`src/rtl/acc_mult_pkg.sv`:
```
package acc_mult_pkg;

  typedef enum logic [1:0] {
    ACC_EXACT = 2'd0,
    ACC_LOW_S = 2'd1,
    ACC_LOW_M = 2'd2,
    ACC_LOW_L = 2'd3
  } acc_level_e;

  // rows remaining after lvl layers of 3:2 compression
  function automatic int csa_rows_after(input int n, input int lvl);
    int r;
    r = n;
    for (int i = 0; i < lvl; i++) r = (r / 3) * 2 + (r % 3);
    return r;
  endfunction

  // layers needed to bring n rows down to two
  function automatic int csa_depth(input int n);
    int r;
    int d;
    r = n;
    d = 0;
    while (r > 2) begin
      r = (r / 3) * 2 + (r % 3);
      d++;
    end
    return d;
  endfunction

endpackage

```
`src/rtl/acc_mult_ppgen.sv`:
```
module acc_mult_ppgen #(
  parameter int W    = 8,
  parameter int NROW = 8
) (
  input  logic [W-1:0]   a,
  input  logic [W-1:0]   b,
  output logic [2*W-1:0] rows [NROW]
);
  localparam int PW = 2 * W;

  for (genvar j = 0; j < NROW; j++) begin : g_row
    if (j < W) begin : g_live
      assign rows[j] = PW'(a & {W{b[j]}}) << j;
    end else begin : g_pad
      assign rows[j] = '0;
    end
  end
endmodule

```
`src/rtl/acc_mult_approx.sv`:
```
// Four-row groups; in enabled columns each group collapses to OR (same
// column) and four-way AND (next column). Other columns pass unchanged.
module acc_mult_approx #(
  parameter int PW   = 16,
  parameter int NGRP = 2
) (
  input  logic [PW-1:0] rows_in  [4*NGRP],
  input  logic [PW-1:0] col_en,
  output logic [PW-1:0] rows_out [5*NGRP]
);
  for (genvar g = 0; g < NGRP; g++) begin : g_grp
    logic [PW-1:0] or_v;
    logic [PW-1:0] and_v;
    assign or_v  = rows_in[4*g] | rows_in[4*g+1] | rows_in[4*g+2] | rows_in[4*g+3];
    assign and_v = rows_in[4*g] & rows_in[4*g+1] & rows_in[4*g+2] & rows_in[4*g+3];

    assign rows_out[5*g] = (rows_in[4*g] & ~col_en) | (or_v & col_en);
    for (genvar k = 1; k < 4; k++) begin : g_keep
      assign rows_out[5*g+k] = rows_in[4*g+k] & ~col_en;
    end
    assign rows_out[5*g+4] = (and_v & col_en) << 1;
  end
endmodule

```
`src/rtl/acc_mult_csa3.sv`:
```
module acc_mult_csa3 #(
  parameter int PW = 16
) (
  input  logic [PW-1:0] x,
  input  logic [PW-1:0] y,
  input  logic [PW-1:0] z,
  output logic [PW-1:0] s,
  output logic [PW-1:0] c
);
  assign s = x ^ y ^ z;
  assign c = ((x & y) | (x & z) | (y & z)) << 1;
endmodule

```
`src/rtl/acc_mult_csa_tree.sv`:
```
module acc_mult_csa_tree
  import acc_mult_pkg::*;
#(
  parameter int PW  = 16,
  parameter int NIN = 10
) (
  input  logic [PW-1:0] rows_in [NIN],
  output logic [PW-1:0] sum_a,
  output logic [PW-1:0] sum_b
);
  localparam int DEPTH = csa_depth(NIN);

  logic [PW-1:0] lvl [DEPTH+1][NIN];

  for (genvar r = 0; r < NIN; r++) begin : g_in
    assign lvl[0][r] = rows_in[r];
  end

  for (genvar l = 0; l < DEPTH; l++) begin : g_lvl
    localparam int N_IN  = csa_rows_after(NIN, l);
    localparam int N_FA  = N_IN / 3;
    localparam int N_OUT = csa_rows_after(NIN, l + 1);
    for (genvar t = 0; t < N_FA; t++) begin : g_csa
      acc_mult_csa3 #(.PW(PW)) u_csa (
        .x(lvl[l][3*t]),
        .y(lvl[l][3*t+1]),
        .z(lvl[l][3*t+2]),
        .s(lvl[l+1][2*t]),
        .c(lvl[l+1][2*t+1])
      );
    end
    for (genvar r = 0; r < N_IN - 3*N_FA; r++) begin : g_pass
      assign lvl[l+1][2*N_FA+r] = lvl[l][3*N_FA+r];
    end
    for (genvar r = N_OUT; r < NIN; r++) begin : g_zero
      assign lvl[l+1][r] = '0;
    end
  end

  assign sum_a = lvl[DEPTH][0];
  assign sum_b = lvl[DEPTH][1];
endmodule

```
`src/rtl/acc_mult_cma.sv`:
```
// Ripple adder whose positions can each be cut to OR mode.
module acc_mult_cma #(
  parameter int PW = 16
) (
  input  logic [PW-1:0] x,
  input  logic [PW-1:0] y,
  input  logic [PW-1:0] cut,
  output logic [PW-1:0] sum
);
  logic [PW-1:0] cy;
  assign cy[0] = 1'b0;

  for (genvar i = 0; i < PW; i++) begin : g_bit
    assign sum[i] = cut[i] ? (x[i] | y[i]) : (x[i] ^ y[i] ^ cy[i]);
    if (i < PW - 1) begin : g_cy
      assign cy[i+1] = cut[i] ? 1'b0 : ((x[i] & y[i]) | (cy[i] & (x[i] ^ y[i])));
    end
  end
endmodule

```
`src/rtl/acc_mult.sv`:
```
module acc_mult
  import acc_mult_pkg::*;
#(
  parameter int W         = 8,
  parameter int SPAN_BASE = 4,
  parameter int SPAN_STEP = 2
) (
  input  logic           clk,
  input  logic           rst,
  input  logic [W-1:0]   op_a,
  input  logic [W-1:0]   op_b,
  input  logic [1:0]     acc_lvl,
  input  logic [2*W-1:0] carry_cut,
  output logic [2*W-1:0] product
);
  localparam int PW   = 2 * W;
  localparam int NGRP = (W + 3) / 4;
  localparam int NROW = 4 * NGRP;
  localparam int NRED = 5 * NGRP;
  localparam int SW   = $clog2(PW + 1);

  logic [PW-1:0] pp_rows  [NROW];
  logic [PW-1:0] red_rows [NRED];
  logic [PW-1:0] col_en;
  logic [PW-1:0] cut_eff;
  logic [PW-1:0] fin_a;
  logic [PW-1:0] fin_b;
  logic [PW-1:0] sum_w;
  logic [SW-1:0] span;

  always_comb begin
    if (acc_lvl == ACC_EXACT) begin
      span = '0;
    end else begin
      span = SW'(SPAN_BASE + SPAN_STEP * (int'(acc_lvl) - 1));
    end
    col_en  = (PW'(1) << span) - PW'(1);
    cut_eff = (acc_lvl == ACC_EXACT) ? '0 : carry_cut;
  end

  acc_mult_ppgen #(.W(W), .NROW(NROW)) u_ppgen (
    .a   (op_a),
    .b   (op_b),
    .rows(pp_rows)
  );

  acc_mult_approx #(.PW(PW), .NGRP(NGRP)) u_approx (
    .rows_in (pp_rows),
    .col_en  (col_en),
    .rows_out(red_rows)
  );

  acc_mult_csa_tree #(.PW(PW), .NIN(NRED)) u_tree (
    .rows_in(red_rows),
    .sum_a  (fin_a),
    .sum_b  (fin_b)
  );

  acc_mult_cma #(.PW(PW)) u_cma (
    .x  (fin_a),
    .y  (fin_b),
    .cut(cut_eff),
    .sum(sum_w)
  );

  always_ff @(posedge clk) begin
    if (rst) product <= '0;
    else     product <= sum_w;
  end
endmodule

```
`config.mk`:
```
export PLATFORM = sky130hd
export DESIGN_NAME = acc_mult
export DESIGN_NICKNAME = d
export VERILOG_FILES = /design/src/rtl/acc_mult_pkg.sv /design/src/rtl/acc_mult_ppgen.sv /design/src/rtl/acc_mult_approx.sv /design/src/rtl/acc_mult_csa3.sv /design/src/rtl/acc_mult_csa_tree.sv /design/src/rtl/acc_mult_cma.sv /design/src/rtl/acc_mult.sv
export SDC_FILE = /design/constraint.sdc
export NUM_CORES = 1
export LEC_CHECK = 0
export CORE_UTILIZATION = 29
export DETAILED_ROUTE_END_ITERATION = 8
export DONT_BUFFER_PORTS = 1
export GPL_TIMING_DRIVEN = 0
export PLACE_DENSITY = 0.48
export SLEW_MARGIN = 40
export SYNTH_ARGS = -nofsm -noshare
export SYNTH_HDL_FRONTEND = slang
export SYNTH_SLANG_ARGS = --single-unit
```
`constraint.sdc`:
```
create_clock -name clk -period 14.6 [get_ports clk]
set_clock_uncertainty 0.2 [all_clocks]
set_input_delay 2.92 -clock clk [delete_from_list [all_inputs] [get_ports clk]]
set_output_delay 2.92 -clock clk [all_outputs]
set_load 0.05 [all_outputs]
```
# == After elaboration in Yosys (flattened, before gate mapping) ==
# Cells that the tools add are included.
# classes
shift,1
n_bitwise,175
mul,0
eq_ne,0
mux,31
add_sub_neg,3
div_mod_pow,0
reduce_logical,1
n_lt_le_gt_ge,0
# op_table
cell,n
15-bit bitwise AND,27
16-bit XOR,16
15-bit OR,16
8-bit bitwise AND,8
16-bit bitwise AND,2
16-bit OR,2
1-bit 2-to-1 mux,29
1-bit XOR,29
1-bit OR,28
1-bit bitwise AND,27
10-bit by 16-bit bitwise AND with 16-bit output,1
11-bit by 16-bit bitwise AND with 16-bit output,1
12-bit by 16-bit bitwise AND with 16-bit output,1
13-bit by 16-bit bitwise AND with 16-bit output,1
14-bit by 16-bit bitwise AND with 16-bit output,1
15-bit by 16-bit bitwise AND with 16-bit output,1
8-bit by 16-bit bitwise AND with 16-bit output,1
9-bit by 16-bit bitwise AND with 16-bit output,1
16-bit 2-to-1 mux,1
16-bit inverter,1
16-bit by 10-bit OR with 16-bit output,1
16-bit by 11-bit OR with 16-bit output,1
16-bit by 14-bit OR with 16-bit output,1
16-bit by 15-bit OR with 16-bit output,1
13 further kinds,13
# word_totals
mem_count,0
mem_bits_rw,0
reg_bits,16
mem_bits_ro,0
in_bits,36
latchBits,0

# == Depth between registers and ports, before layout ==
# depth
depth_word,66
depth_mapped,35

# == Modules after synthesis ==
# A second synthesis with hierarchy kept.
# hier_totals
hier_cells,746
hier_area_um2,6925.4
# modules_own_cells
mod,cells_per_inst,seq_area_each_um2,n_inst,area_each_um2
acc_mult_csa3,18,0.0,8,335.3
acc_mult_approx,300,0.0,1,1737.9
acc_mult_cma,102,0.0,1,899.6
acc_mult_ppgen,129,0.0,1,884.6
acc_mult,71,320.3,1,720.7

# == Worst setup path before layout ==
# Ideal clock, no wire load.
# synth_timing
path_kind,in2reg
from,in acc_lvl[0]
to,reg product[15]
arrival_time_ps,10441
path_buffers,1
path_stages,32
slack_ps,3833
setup_time_ps,126
cell_sequence,inv_1 -> ha_1 -> buf_6 -> or2_4 -> nor4_1 -> fa_1 -> inv_1 -> fa_1 -> fa_1 -> fa_1 -> inv_1 -> ha_1 -> ha_1 -> nand2_1 -> fa_1 -> nand2b_1 -> fa_1 -> nand2b_1 -> fa_1 -> or2_2 -> fa_1 -> nor2_1 -> fa_1 -> and2_1 -> fa_1 -> nor2b_1 -> fa_1 -> nand2_1 -> fa_1 -> or3b_2 -> a21oi_1 -> a2111oi_1
# synth_via
elab_chain_len,62
elab_cells_between_ends,149
cone_classes,3 x add/sub; 1 x shift; 17 x mux; 127 x bitwise; 1 x reduce/logical
# synth_rtl
item,line_no,rtl
"start, declared",acc_mult.sv:12,"input logic [1:0] acc_lvl,"
2-bit by 1-bit subtractor with 3-bit output,acc_mult.sv:35,span = SW'(SPAN_BASE + SPAN_STEP * (int'(acc_lvl) - 1));
4-bit by 4-bit adder with 5-bit output,acc_mult.sv:35,
5-bit 2-to-1 mux,acc_mult.sv:32,if (acc_lvl == ACC_EXACT) begin
1-bit by 5-bit << shifter with 16-bit output,acc_mult.sv:37,col_en = (PW'(1) << span) - PW'(1);
16-bit by 2-bit subtractor with 16-bit output,acc_mult.sv:37,
16-bit inverter,"acc_mult_approx.sv:17, acc_mult_approx.sv:19",
8-bit by 16-bit bitwise AND with 16-bit output or 12-bit by 16-bit bitwise AND with 16-bit output (tied branches),acc_mult_approx.sv:17,assign rows_out[5*g] = (rows_in[4*g] & ~col_en) | (or_v & col_en);
16-bit OR,acc_mult_approx.sv:17,
[... 46 more ...],n/a,
1-bit bitwise AND,acc_mult_cma.sv:16,assign cy[i+1] = cut[i] ? 1'b0 : ((x[i] & y[i]) | (cy[i] & (x[i] ^ y[i])));
1-bit OR,acc_mult_cma.sv:16,
1-bit 2-to-1 mux,acc_mult_cma.sv:16,
1-bit bitwise AND,acc_mult_cma.sv:16,
1-bit OR,acc_mult_cma.sv:16,
1-bit 2-to-1 mux,acc_mult_cma.sv:16,
1-bit XOR,acc_mult_cma.sv:14,assign sum[i] = cut[i] ? (x[i] | y[i]) : (x[i] ^ y[i] ^ cy[i]);
1-bit 2-to-1 mux *,acc_mult_cma.sv:14,
"end signal, assigned",acc_mult.sv:68,else product <= sum_w;
"end, declared",acc_mult.sv:14,output logic [2*W-1:0] product
# Every way passes the cells marked *; elsewhere a longest branch is shown, timed or not.
# A chain may end at the register's enable or synchronous reset.

# == Worst setup path in the final report ==
# Ends and elaborated chain as after synthesis.

==> flow_summary.toml <==
[clock_tree]
htree_levels = 1
cts_buffer_depth = 2
post_cts_buffers = 0
root_buffer = "clkbuf_16"
clkSinkCount = 16
clk_pin_slew_ps = 50
cts_tree = "done"
numCtsBuffers = 3
cts_resized = 0
cts_hold_buf = 0

[yosys]
synth_top_area_share_pct = 34.6
postSynthCellCount = 390
ys_types = 47
avgSynthCellArea_um2 = 8.90
synth-main-ff-cell = "dfxtp_1"
synth-async-reset-ratio_pct = 0
synth_warnings = 0
ys_ff_latch = 16
synth-edff-count = 0
synthesis.area_um2 = 3470
synthTopCellsByArea = "fa_1, ha_1, dfxtp_1"
synth_area_leader_cell = "fa_1"
yosysSeqAreaShare_pct = 9.23

[critical_path]
start_kind = "primary input"
crit_top_cell = "fa_1"
cp_slowest_cell = "fa_1"
end_kind = "flop"
critical-path-max-stage-delay_ps = 550
critPathKind = "primary input to flop"
worst-path-max-fanout = 10
worstPathArrival_ps = 10960
required_ps = 14510

[sta]
fin_crit_sh_pct = 75.7
slew_violations = 0
period_needed_ps = 11050
setup_tns_ps = 0
worstMarginPinSlew_ps = 517
finalSetupViolCount = 0
rsz0062_at_grt = "no"
finalHoldViolCount = 0
fmax_mhz = 90.5
maxSlewHeadroom_pct = 65.5

[global_routing]
grt_pass1_vias = 2840
grt_overflow = 0
antenna_found_initial = 0
grt_pass1_wl_um = 13900
grt_max_degree = 11
grt_usage_pct = 14.0

[final_layout]
nets = 536
antenna_cells = 0
reg.largest.list = "product: 16 flops"
mostFrequentLayoutCells = "inv_1, fa_1, ha_1, nand2_1, nor2_1"
drive_gt1_share_pct = 8.84
final_common_cell = "inv_1"
largest_reg_flops = 16
regMostFlops = "product"
fin_cells = 539
syn2layout_area_growth_pct = 7.93

[die]
core-area_um2 = 11600
row_count = 39
initial_utilization_pct = 30.0
die_w_um = 111
num_io_pins = 52
die_area_um2 = 12400
die_h_um = 111

[routing]
wl_um = 7990
avgViaCountPerCell = 4.73
vias = 2549
drt_iter0_drc = 81
ant_nets = 0
drc = 4
drt-pass1-iter-count = 7
wire_per_inst_um = 14.8

[placement]
place_hpwl_um = 6930
io_buffer_count = 0
place_congestion = 0.811
dp.cells = 535

[power]
leakagePower_uw = 0.00172
powerDensity_nw_per_um2 = 111
peakVddDrop_v = 0.0000606

[run_status]
violations = "design-rule violations"
status = "finished with violations"

[job]
cap_violations = 0

[hold_path]
hp-class = "primary input to flop"
## cells in the mapped netlist (4+ instances only)
| cell | number |
|---|---|
| nand2b_1 | 6 |
| nand2_1 | 39 |
| nor2b_1 | 8 |
| a21oi_1 | 11 |
| nand3_1 | 16 |
| nor2_1 | 33 |
| clkbuf_1 | 8 |
| a22oi_1 | 4 |
| and2_1 | 16 |
| ha_1 | 43 |
| fa_1 | 60 |
| dfxtp_1 | 16 |
| inv_1 | 65 |
| or2_2 | 6 |
| buf_2 | 5 |
## cell type report
class,instances,area [µm²]
Tap cell,143,179
Inverter,65,244
Sequential cell,16,320
Clock buffer,4,88.8
Buffer,18,95.1
Multi-Input combinational cell,293,2820
Fill cell,1208,7820
## per-stage QoR
step / area (µm²) / util [%] / hold slack, ps / worst slack [ps] / total power (µW)
2_1_floorplan: 3480 / - / 2790 / 3830 / 308
4_1_cts: 3750 / 32.4 / 2540 / 3440 / 428
3_5_place_dp: 3660 / 31.6 / 2800 / 3200 / 369
5_1_grt: 3750 / 32.4 / 2540 / 3070 / 474
3_3_place_gp: 3660 / 31.6 / 2800 / 3270 / 362
6_report: 3750 / 32.4 / 2540 / 3550 / 416
## worst max-delay path: cells and delay by family
family | cells | cell delay [ps]
simple gates | 11 | 2360
fa+ha+maj | 15 | 5060
compound gates | 2 | 250
buf+inv | 4 | 360
## logic make-up after synthesis
group / Yosys count / share of synthesized area [%]
muxes: 3 / 0.973
xor gates and xnor gates: 3 / 0.757
buffers and inverters: 83 / 9.77
other: 2 / 0.216
and+or+nand+nor: 151 / 23.2
AOI/OAI and AO/OA: 29 / 5.73
DFF: 16 / 9.23
adders and majority gates: 103 / 50.1
## routing by layer
| layer | GRT usage [%] | vias up | part of all wire [%] |
|---|---|---|---|
| li1 | - | 1230 | - |
| met1 | 16.5 | 1258 | 42 |
| met2 | 27.0 | 55 | 52 |
| met3 | 2.50 | 6 | 5.2 |
| met4 | 1.62 | 0 | 0.66 |
| met5 | 0 | - | 0 |
## where the power goes
| group | switching, µW | leakage, µW | internal (µW) | total (µW) |
|---|---|---|---|---|
| logic | 136 | 0.00154 | 115 | 252 |
| clock network | 15.8 | 0.0000442 | 41.5 | 57.3 |
| registers | 49.1 | 0.000133 | 57.5 | 107 |
| total | 201 | 0.00172 | 214 | 416 |
## worst paths after layout
| kind | start | end | depth (start not counted) |
|---|---|---|---|
| setup / recovery | acc_lvl[0] | product[15]$_SDFF_PP0_ | 32 |
| hold / removal | rst | product[5]$_SDFF_PP0_ | 1 |
Power figures use the tool's default switching activity.
